### config.mk
export PLATFORM = sky130hd
export DESIGN_NAME = frame_seq
export DESIGN_NICKNAME = d
export VERILOG_FILES = /design/src/rtl/frame_pkg.sv /design/src/rtl/frame_pick.sv /design/src/rtl/frame_step.sv /design/src/rtl/frame_seq.sv
export SDC_FILE = /design/constraint.sdc
export NUM_CORES = 1
export LEC_CHECK = 0
export BUFFER_PORTS_ARGS = -buffer_cell sky130_fd_sc_hd__buf_2
export CAP_MARGIN = 30
export CORE_MARGIN = 4
export CORE_UTILIZATION = 51
export CTS_CLUSTER_SIZE = 20
export DETAILED_ROUTE_END_ITERATION = 6
export MAX_ROUTING_LAYER = met4
export PLACE_DENSITY = 0.92
export REMOVE_ABC_BUFFERS = 1
export SLEW_MARGIN = 20
export SYNTH_ARGS = -nofsm -noshare
export SYNTH_HDL_FRONTEND = slang
export SYNTH_SLANG_ARGS = --single-unit
### constraint.sdc
create_clock -name clk_i -period 14.1 [get_ports clk_i]
set_input_delay 2.82 -clock clk_i [delete_from_list [all_inputs] [get_ports clk_i]]
set_output_delay 2.82 -clock clk_i [all_outputs]
set_load 0.005 [all_outputs]
### src/rtl/frame_pkg.sv
package frame_pkg;
  typedef enum logic [1:0] {ST_IDLE, ST_MEM, ST_ADJ, ST_FIN} seq_state_e;
  typedef enum logic [1:0] {STEP_DEC_WORD, STEP_INC_WORD, STEP_DEC_FRAME, STEP_INC_FRAME} step_e;
  typedef enum logic {OP_SAVE = 1'b0, OP_RESTORE = 1'b1} frame_op_e;
endpackage

### src/rtl/frame_pick.sv
module frame_pick #(
  parameter int W          = 12,
  parameter bit HIGH_FIRST = 1'b0,
  localparam int IW        = $clog2(W)
) (
  input  logic [W-1:0]  vec_i,
  output logic [IW-1:0] idx_o
);
  generate
    if (HIGH_FIRST) begin : g_high
      always_comb begin
        idx_o = '0;
        for (int k = 0; k < W; k++) if (vec_i[k]) idx_o = IW'(k);
      end
    end else begin : g_low
      always_comb begin
        idx_o = '0;
        for (int k = W - 1; k >= 0; k--) if (vec_i[k]) idx_o = IW'(k);
      end
    end
  endgenerate
endmodule

### src/rtl/frame_step.sv
module frame_step import frame_pkg::*; #(
  parameter int DATA_W  = 32,
  parameter int FRAME_W = 5
) (
  input  logic [DATA_W-1:0]  sp_i,
  input  logic [FRAME_W-1:0] frame_i,
  input  step_e              kind_i,
  output logic [DATA_W-1:0]  sp_o
);
  localparam int SH = $clog2(DATA_W / 8);
  localparam logic [DATA_W-1:0] WORD_BYTES = DATA_W'(DATA_W / 8);

  logic [DATA_W-1:0] frame_bytes;
  assign frame_bytes = DATA_W'(frame_i) << SH;

  always_comb begin
    unique case (kind_i)
      STEP_DEC_WORD:  sp_o = sp_i - WORD_BYTES;
      STEP_INC_WORD:  sp_o = sp_i + WORD_BYTES;
      STEP_DEC_FRAME: sp_o = sp_i - frame_bytes;
      default:        sp_o = sp_i + frame_bytes;
    endcase
  end
endmodule

### src/rtl/frame_seq.sv
module frame_seq import frame_pkg::*; #(
  parameter int DATA_W   = 32,
  parameter int LIST_W   = 12,
  parameter int FRAME_W  = 5,
  parameter int RIDX_W   = 5,
  parameter int REG_BASE = 20
) (
  input  logic               clk_i,
  input  logic               rst_ni,
  input  logic               start_i,
  input  logic               op_i,
  input  logic [LIST_W-1:0]  reg_list_i,
  input  logic [FRAME_W-1:0] frame_words_i,
  input  logic [RIDX_W-1:0]  ret_reg_i,
  input  logic [DATA_W-1:0]  sp_i,
  output logic [DATA_W-1:0]  sp_o,
  output logic [RIDX_W-1:0]  rf_addr_o,
  input  logic [DATA_W-1:0]  rf_rdata_i,
  output logic               rf_we_o,
  output logic [DATA_W-1:0]  rf_wdata_o,
  output logic               mem_req_o,
  output logic               mem_we_o,
  output logic [DATA_W-1:0]  mem_addr_o,
  output logic [DATA_W-1:0]  mem_wdata_o,
  input  logic [DATA_W-1:0]  mem_rdata_i,
  input  logic               mem_ready_i,
  output logic               done_o,
  output logic               jump_o,
  output logic [DATA_W-1:0]  jump_target_o
);
  localparam int SEL_W = $clog2(LIST_W);

  seq_state_e         state_q;
  frame_op_e          op_q;
  logic [LIST_W-1:0]  pend_q;
  logic [FRAME_W-1:0] frame_q;
  logic [RIDX_W-1:0]  ret_q;
  logic [DATA_W-1:0]  sp_q;

  logic [SEL_W-1:0]   lo_idx, hi_idx, sel_idx;
  logic [LIST_W-1:0]  pend_clr;
  logic               last;
  logic               busy;
  step_e              step_kind;
  logic [DATA_W-1:0]  sp_next;

  // entry walks upward in register number, exit walks downward
  frame_pick #(.W(LIST_W), .HIGH_FIRST(1'b0)) u_pick_lo (.vec_i(pend_q), .idx_o(lo_idx));
  frame_pick #(.W(LIST_W), .HIGH_FIRST(1'b1)) u_pick_hi (.vec_i(pend_q), .idx_o(hi_idx));

  assign sel_idx  = (op_q == OP_RESTORE) ? hi_idx : lo_idx;
  assign pend_clr = pend_q & ~(LIST_W'(1) << sel_idx);
  assign last     = (pend_clr == '0);
  assign busy     = (state_q != ST_IDLE);

  always_comb begin
    if (state_q == ST_MEM) step_kind = (op_q == OP_RESTORE) ? STEP_INC_WORD : STEP_DEC_WORD;
    else                   step_kind = (op_q == OP_RESTORE) ? STEP_INC_FRAME : STEP_DEC_FRAME;
  end

  frame_step #(.DATA_W(DATA_W), .FRAME_W(FRAME_W)) u_step (
    .sp_i(sp_q), .frame_i(frame_q), .kind_i(step_kind), .sp_o(sp_next)
  );

  always_ff @(posedge clk_i or negedge rst_ni) begin
    if (!rst_ni) begin
      state_q <= ST_IDLE;
      op_q    <= OP_SAVE;
      pend_q  <= '0;
      frame_q <= '0;
      ret_q   <= '0;
      sp_q    <= '0;
    end else begin
      unique case (state_q)
        ST_IDLE: if (start_i) begin
          op_q    <= frame_op_e'(op_i);
          pend_q  <= reg_list_i;
          frame_q <= frame_words_i;
          ret_q   <= ret_reg_i;
          sp_q    <= sp_i;
          if (op_i || reg_list_i == '0) state_q <= ST_ADJ;
          else                          state_q <= ST_MEM;
        end
        ST_MEM: if (mem_ready_i) begin
          sp_q   <= sp_next;
          pend_q <= pend_clr;
          if (last) state_q <= (op_q == OP_RESTORE) ? ST_FIN : ST_ADJ;
        end
        ST_ADJ: begin
          sp_q    <= sp_next;
          state_q <= (op_q == OP_RESTORE && pend_q != '0) ? ST_MEM : ST_FIN;
        end
        default: state_q <= ST_IDLE;
      endcase
    end
  end

  assign sp_o          = sp_q;
  assign rf_addr_o     = (state_q == ST_FIN) ? ret_q : RIDX_W'(REG_BASE) + RIDX_W'(sel_idx);
  assign rf_we_o       = (state_q == ST_MEM) && (op_q == OP_RESTORE) && mem_ready_i;
  assign rf_wdata_o    = mem_rdata_i;
  assign mem_req_o     = (state_q == ST_MEM);
  assign mem_we_o      = (state_q == ST_MEM) && (op_q == OP_SAVE);
  assign mem_addr_o    = (op_q == OP_SAVE) ? sp_next : sp_q;
  assign mem_wdata_o   = rf_rdata_i;
  assign done_o        = (state_q == ST_FIN);
  assign jump_o        = (state_q == ST_FIN) && (op_q == OP_RESTORE) && (ret_q != '0);
  assign jump_target_o = rf_rdata_i;
endmodule

==> impl_summary.txt, run 1 <==
----------------------------------------------------
[Run status]
  Outcome ... complete, no violations

[Critical path]
  Worst endpoint data arrival time ... 4920 ps
  Peak fanout along the critical path ... 24
  Required time of the worst setup path ... 11280 ps
  Worst Path Class, Setup ... flip-flop to primary output
  Endpoint kind of the worst setup timing path ... primary output
  Slowest stage cell on the critical path ... sky130_fd_sc_hd__ha_1
  Largest incremental delay on the critical path ... around 650 ps
  CP startpoint kind ... flip-flop
  Cells traversed along the worst timing path ... inv_1 -> ha_1 -> clkinv_1 -> nand2_1 -> ha_1 -> inv_1 -> fa_1 -> a211oi_1 -> o21ai_0 -> and4bb_2 -> o211ai_1 -> a21oi_1 -> o211ai_1 -> a21oi_1 -> xor2_1 -> mux2_2 -> buf_2

[Clock network]
  CTS Sinks ... 57
  Number of buffers between clock root and the deepest sink ... 2
  CTS hold repair buffers ... 0
  Total setup buffers inserted after CTS ... 0
  Worst skew pair latency ... 330 ps
  TritonCTS clock tree ... done
  Library cell used as clock root buffer ... sky130_fd_sc_hd__clkbuf_16
  CTS buffer count ... 9
  H-tree levels ... 3
  Clk pin slew, worst setup/hold paths ... around 50 ps
  Resized cells post-CTS ... 0

[Drt]
  Pre-antenna DRT Iters ... 6
  Number of nets with antenna violations after detailed routing ... 0
  Vias per inst ... around 6.4
  Initial detailed-routing violation count ... 463
  Routed length per placed instance ... ~27 um
  Routed via count ... around 5800
  DRC violations left ... 0
  Wire length reported by the detailed router ... 25000 um

[Floorplan]
  Die Span Y ... approximately 120 um
  Initial core utilization ... between 50% and 60%
  Die W ... 116 um
  CORE AREA ... roughly 0.011 sq mm
  Site Rows ... 39
  Boundary pin count ... roughly 290
  Full die area ... ~0.013 sq mm

[GRT]
  Via count of the first global-routing pass ... 5360
  First-pass GRT wire length ... ~36000 um
  Maximum number of pins on one net before global-route repair ... just over 60
  Total GRT Usage ... a little under two fifths
  Antenna violations before repair ... 0
  Total global routing overflow ... 0

[Logic synthesis]
  Distinct cells, synth ... 70
  Number of warnings reported in the yosys synthesis log ... 0
  Main area contributors after synthesis ... sky130_fd_sc_hd__dfrtp_1, sky130_fd_sc_hd__buf_4, sky130_fd_sc_hd__ha_1
  Sequential share of the synthesized area ... between 20% and 30%
  Asr flop ratio synth ... 100%
  Post-synth top area share ... 24.0%
  Area of the mapped netlist ... slightly below 0.006 sq mm
  Synthesized flop and latch total ... 57
  Post-Syn Area per Cell ... about 8 sq um
  Number of enable flip-flop cells after synthesis ... 0
  Most repeated cell in the gate-level netlist after synthesis ... sky130_fd_sc_hd__buf_4
  Dominant synthesized flop cell ... sky130_fd_sc_hd__dfrtp_1
  Post-synthesis cell count ... around 750
  Largest area contributor in the netlist ... sky130_fd_sc_hd__dfrtp_1
  List of most frequent post-synthesis cells ... sky130_fd_sc_hd__buf_4, sky130_fd_sc_hd__nand2_1, sky130_fd_sc_hd__o21ai_0

[STA]
  RSZ-0062 raised after global routing ... no
  Slack of the critical path ... roughly 6400 ps
  Total Negative Setup Slacks ... 0 ps
  Count of pins over their slew limit ... 0
  Final hold violations ... 0
  Clock period minus final worst setup slack ... roughly 7700 ps
  Final setup violation count ... 0
  Final period util ... between 50 and 60%
  Worst-margin pin slew ... between 800 and 900 ps
  Worst-case clock skew ... 8.34 ps
  Normalized max-slew margin ... between 40% and 50%
  Max Freq ... approximately 130 MHz

[Power and ir drop]
  Final total power ... approximately 2.5 mW
  Largest vdd supply drop ... 0.000209 V
  Power density over cell area ... between 400 and 500 mW/mm^2
  Static Leakage ... between 2 and 3 nW

[Cells and area]
  Count of inserted antenna diode cells ... 0
  Core utilization of the finished layout ... 55.3%
  Layout cells sized above 1 ... 25.9%
  Nets@finish ... 927
  Synth-to-Final Area Change ... 6.01%

[Job]
  Count of maximum capacitance violations ... 0

[Placed design]
  DP Wirelength ... just over 20000 um
  Gp weighted congestion ... ~1
  Port Buffer Count ... ~130
  Worst-case setup slack after placement ... a little under 7000 ps

[Hold path]
  Path category of the worst min-delay check ... flip-flop to flip-flop

----------------------------------------------------
cells by family (layout without fill, tap and decap cells):
logic type / after synthesis / count (layout) / share of synthesized area (%)
xor gates and xnor gates: 27 / 27 / 3.97
and+or+nand+nor: 217 / 217 / 17.7
DFF: 57 / 57 / 24.0
AOI/OAI and AO/OA: 221 / 221 / 24.5
adders and majority gates: 38 / 38 / 8.11
buffers and inverters: 154 / 180 / 16.0
muxes: 31 / 31 / 5.70
through the flow:
stage          hold WS [ps]  cell area (sq um)  instances
2_1_floorplan           488               5090        615
3_3_place_gp            485               5990        898
3_5_place_dp            493               5990        898
4_1_cts                 505               6310        914
5_1_grt                 545               6310        914
6_report                501               6310        914
report_power, final:
| part | leakage (nW) | internal (mW) | switching (mW) |
|---|---|---|---|
| Clock | 0.151 | 0.151 | 0.0795 |
| Combinational | 2.16 | 0.823 | 1.12 |
| Sequential | 0.683 | 0.255 | 0.123 |
flip-flops by register name, indices dropped and copies added (netlist names):
register	count
pend_q	12
frame_q	5
ret_q	5
sp_o	32
op_q	1
state_q	2
critical path: cells and delay by family, from the launching register on:
kind	cells	cell delay, ps
fa+ha+maj	3	1230
buf+inv	4	750
compound gates	6	1320
mux	1	270
xor+xnor	1	180
flops	1	410
simple gates	2	430
cell usage in the layout (no fill, tap or decap), types with 4 or more instances in the layout:
master | netlist | layout
sky130_fd_sc_hd__buf_2 | 4 | 132
sky130_fd_sc_hd__nand2_1 | 93 | 93
sky130_fd_sc_hd__o21ai_0 | 69 | 69
sky130_fd_sc_hd__dfrtp_1 | 57 | 56
sky130_fd_sc_hd__nor2_1 | 43 | 43
sky130_fd_sc_hd__a21oi_1 | 40 | 40
sky130_fd_sc_hd__ha_1 | 37 | 37
sky130_fd_sc_hd__mux2_2 | 23 | 23
sky130_fd_sc_hd__a21o_1 | 20 | 20
sky130_fd_sc_hd__inv_1 | 20 | 20
sky130_fd_sc_hd__xnor2_1 | 14 | 14
sky130_fd_sc_hd__xor2_1 | 13 | 13
sky130_fd_sc_hd__o21a_1 | 13 | 13
sky130_fd_sc_hd__nand2b_1 | 12 | 12
sky130_fd_sc_hd__o211ai_1 | 12 | 12
sky130_fd_sc_hd__nand3_1 | 9 | 9
sky130_fd_sc_hd__clkbuf_16 | 0 | 9
sky130_fd_sc_hd__or3_1 | 8 | 8
sky130_fd_sc_hd__mux2i_1 | 8 | 8
sky130_fd_sc_hd__a211o_1 | 8 | 8
sky130_fd_sc_hd__nor4_1 | 8 | 8
sky130_fd_sc_hd__buf_4 | 98 | 8
sky130_fd_sc_hd__nor3_1 | 7 | 7
sky130_fd_sc_hd__a31oi_1 | 7 | 7
sky130_fd_sc_hd__a22o_1 | 6 | 6
sky130_fd_sc_hd__a211oi_1 | 6 | 6
sky130_fd_sc_hd__and2_1 | 5 | 5
sky130_fd_sc_hd__and3_1 | 5 | 5
sky130_fd_sc_hd__o21bai_1 | 5 | 5
sky130_fd_sc_hd__nor4b_1 | 4 | 4
worst paths after layout:
check                                  endpoint                   start  cells after the start  slack [ps]
max in group asynchronous      op_q$_DFFE_PN0P_                  rst_ni                      2       10940
max                              mem_addr_o[28]  state_q[1]$_DFFE_PN0P_                     17        6360
min reg2reg                 sp_o[0]$_DFFE_PN0P_     sp_o[0]$_DFFE_PN0P_                      2         500
max reg2reg                sp_o[30]$_DFFE_PN0P_  state_q[1]$_DFFE_PN0P_                     16        9520
min in group asynchronous      op_q$_DFFE_PN0P_                  rst_ni                      2        2640
min                         sp_o[0]$_DFFE_PN0P_     sp_o[0]$_DFFE_PN0P_                      2         500
layout make-up:
cell class	count	area [sq um]
clock buffers	12	267
inverters	24	90.1
fillers	1085	5110
clock inverters	4	50.0
flip-flops and latches	57	1430
repair buffers	140	721
well taps	143	179
multi-input cells	534	3580
metal layers:
| metal | vias up | GRT usage [%] | routed length (um) |
|---|---|---|---|
| li1 | 2606 | - | - |
| met1 | 2652 | 44.4 | 8960 |
| met2 | 538 | 51.3 | 10100 |
| met3 | 50 | 27.3 | 5080 |
| met4 | 0 | 11.1 | 858 |
| met5 | - | - | 0 |
Power figures use the tool's default switching activity.
==> run 2, diff against run 1 <==
--- a/config.mk
+++ b/config.mk
@@ -8,11 +8,11 @@
 export BUFFER_PORTS_ARGS = -buffer_cell sky130_fd_sc_hd__buf_2
 export CAP_MARGIN = 30
 export CORE_MARGIN = 4
-export CORE_UTILIZATION = 51
+export CORE_UTILIZATION = 48
 export CTS_CLUSTER_SIZE = 20
 export DETAILED_ROUTE_END_ITERATION = 6
 export MAX_ROUTING_LAYER = met4
-export PLACE_DENSITY = 0.92
+export PLACE_DENSITY = 0.87
 export REMOVE_ABC_BUFFERS = 1
 export SLEW_MARGIN = 20
 export SYNTH_ARGS = -nofsm -noshare
==> constraint.sdc (replaced) <==
create_clock -name clk_i -period 7.95 [get_ports clk_i]
set_input_delay 1.59 -clock clk_i [delete_from_list [all_inputs] [get_ports clk_i]]
set_output_delay 1.59 -clock clk_i [all_outputs]
set_load 0.005 [all_outputs]
==> impl_summary.txt, run 2 (synthesis gave the netlist of run 1 again) <==
----------------------------------------------------
[Floorplan]
  Boundary pin count ... 293 (unchanged)
  Die W ... 119 um (+2.9%)
  Die Span Y ... 119 um (+2.9%)
  CORE AREA ... 0.0121 sq mm (+5.6%)
  Site Rows ... 40 (+2.6%)
  Full die area ... 0.0142 sq mm (+5.8%)
  Initial core utilization ... 49.4% (-2.8 points)

[GRT]
  First-pass GRT wire length ... 35700 um (-0.92%)
  Total GRT Usage ... 34.7% (-3.2 points)
  Maximum number of pins on one net before global-route repair ... 60 (-1.6%)
  Total global routing overflow ... 0 (unchanged)
  Antenna violations before repair ... 0 (unchanged)
  Via count of the first global-routing pass ... 5130 (-4.3%)

[Cells and area]
  Most common library cell in the layout ignoring fill and taps ... sky130_fd_sc_hd__buf_2
  Most frequent cells in the layout ... sky130_fd_sc_hd__buf_2, sky130_fd_sc_hd__nand2_1, sky130_fd_sc_hd__o21ai_0, sky130_fd_sc_hd__dfrtp_1, sky130_fd_sc_hd__nor2_1
  Count of placed standard cells in the final layout, fillers left out ... 938 (+2.6%)
  Layout cells sized above 1 ... 25.6% (-0.32 points)
  Final design area excluding fillers ... 0.00635 sq mm (+0.69%)
  Max FFs per register ... 32 (unchanged)
  Synth-to-Final Area Change ... 6.75%
  Nets@finish ... 925 (-0.22%)

[Clock network]
  Total setup buffers inserted after CTS ... 0 (unchanged)
  H-tree levels ... 3 (unchanged)
  Resized cells post-CTS ... 0 (unchanged)
  Worst skew pair latency ... 330 ps (about the same)
  CTS Sinks ... 57 (unchanged)
  TritonCTS clock tree ... done
  Clk pin slew, worst setup/hold paths ... 50 ps (about the same)
  CTS hold repair buffers ... 0 (unchanged)
  Library cell used as clock root buffer ... sky130_fd_sc_hd__clkbuf_16
  CTS buffer count ... 9 (unchanged)
  Number of buffers between clock root and the deepest sink ... 2 (unchanged)

[Hold path]
  Path category of the worst min-delay check ... flip-flop to flip-flop

[Critical path]
  Worst Path Class, Setup ... flip-flop to primary output
  Register-to-register setup slack ... 3250 ps (-6270 ps)
  Endpoint kind of the worst setup timing path ... primary output
  Peak fanout along the critical path ... 24 (unchanged)
  Worst endpoint data arrival time ... 4990 ps (+70 ps)
  CP startpoint kind ... flip-flop
  Required time of the worst setup path ... 6360 ps (-4920 ps)

[STA]
  Count of pins over their slew limit ... 0 (unchanged)
  Slack of the critical path ... 1370 ps (-4980 ps)
  RSZ-0062 raised after global routing ... no
  Max Freq ... ~150 MHz
  Final period util ... a little over 80%
  Worst-margin pin slew ... 817 ps (-77.3 ps)
  Final setup violation count ... 0 (unchanged)
  Total Negative Setup Slacks ... 0 ps (unchanged)
  Worst-case clock skew ... 10.8 ps (+2.47 ps)
  Final hold violations ... 0 (unchanged)
  Normalized max-slew margin ... 45.5% (+5.4 points)
  Clock period minus final worst setup slack ... 6580 ps

[Power and ir drop]
  Static Leakage ... 3.00 nW (+0.20%)
  Final total power ... 4.54 mW (+78%)
  Largest vdd supply drop ... 0.000344 V (+64%)
  Power density over cell area ... 714 mW/mm^2 (+77%)

[Drt]
  Wire length reported by the detailed router ... 24900 um (-0.48%)
  Number of nets with antenna violations after detailed routing ... 0 (unchanged)
  Vias per inst ... 6.18 (-3.4%)
  DRC violations left ... 0 (unchanged)
  Initial detailed-routing violation count ... 457 (-1.3%)
  Routed via count ... 5793 (-0.91%)
  Routed length per placed instance ... 26.5 um (-3.0%)
  Pre-antenna DRT Iters ... 5 (-1)

[Placed design]
  Port Buffer Count ... 132 (unchanged)
  Placed Cells incl. Taps ... 921 (+2.6%)
  Worst-case setup slack after placement ... 1850 ps (-4940 ps)
  Post-placement cell area ... 0.00602 sq mm (+0.40%)
  Gp weighted congestion ... 0.992 (-3.6%)
  DP Wirelength ... 20100 um (-0.13%)

[Job]
  Count of maximum capacitance violations ... 0 (unchanged)

[Run status]
  Outcome ... complete, no violations

----------------------------------------------------
## run 2: cell count changes in the layout (fill, tap and decap cells not counted), sizes merged
cell      previous run  this run
clkbuf              12        14
buf                140       138
clkinvlp             2         0
diode                0         1
clkinv               2         1
bufinv               1         2
## run 2: metal layers
| metal | up-vias | share of wire [%] | GRT usage (%) |
|---|---|---|---|
| li1 | 2607 | - | - |
| met1 | 2645 | 37 | 39.3 |
| met2 | 503 | 41 | 47.4 |
| met3 | 38 | 21 | 27.5 |
| met4 | 0 | 2.2 | 8.30 |
| met5 | - | 0 | - |
## run 2: worst paths after layout
path | startpoint | end | cells past startpoint
max in group asynchronous | rst_ni | op_q$_DFFE_PN0P_ | 2
hold reg to reg | sp_o[0]$_DFFE_PN0P_ | sp_o[0]$_DFFE_PN0P_ | 2
hold / removal | sp_o[0]$_DFFE_PN0P_ | sp_o[0]$_DFFE_PN0P_ | 2
setup / recovery | state_q[1]$_DFFE_PN0P_ | mem_addr_o[28] | 17
setup reg to reg | state_q[1]$_DFFE_PN0P_ | sp_o[31]$_DFFE_PN0P_ | 14
min in group asynchronous | rst_ni | pend_q[9]$_DFFE_PN0P_ | 2
## run 2: critical path, stage by stage (launching register included)
cell	delay (ps)
sky130_fd_sc_hd__dfrtp_1	410
sky130_fd_sc_hd__inv_1	120
sky130_fd_sc_hd__ha_1	700
sky130_fd_sc_hd__clkinv_1	480
sky130_fd_sc_hd__nand2_1	150
sky130_fd_sc_hd__ha_1	170
sky130_fd_sc_hd__inv_1	50
sky130_fd_sc_hd__fa_1	420
sky130_fd_sc_hd__a211oi_1	320
sky130_fd_sc_hd__o21ai_0	130
sky130_fd_sc_hd__and4bb_2	260
sky130_fd_sc_hd__o211ai_1	250
sky130_fd_sc_hd__a21oi_1	150
sky130_fd_sc_hd__o211ai_1	300
sky130_fd_sc_hd__a21oi_1	180
sky130_fd_sc_hd__xor2_1	170
sky130_fd_sc_hd__mux2_2	270
sky130_fd_sc_hd__buf_2	130
## run 2: power breakdown
part           switching (mW)  internal (mW)  leakage [nW]  total (mW)
sequential              0.221          0.453         0.683       0.674
combinational            1.98           1.45          2.15        3.43
clock                   0.134          0.300         0.163       0.434
## run 2: cell type report
cell class	count	area [sq um]
clock inverters	2	60.1
clock buffers	14	274
well taps	168	210
repair buffers	138	706
multi-input cells	534	3580
inverters	24	90.1
flip-flops and latches	57	1430
diodes	1	2.50
fillers	1111	5710
## run 2: stage by stage
stage	hold WS, ps	util, %
2_1_floorplan	488	-
3_3_place_gp	477	49.9
3_5_place_dp	489	49.9
4_1_cts	500	52.7
5_1_grt	540	52.7
6_report	498	52.7
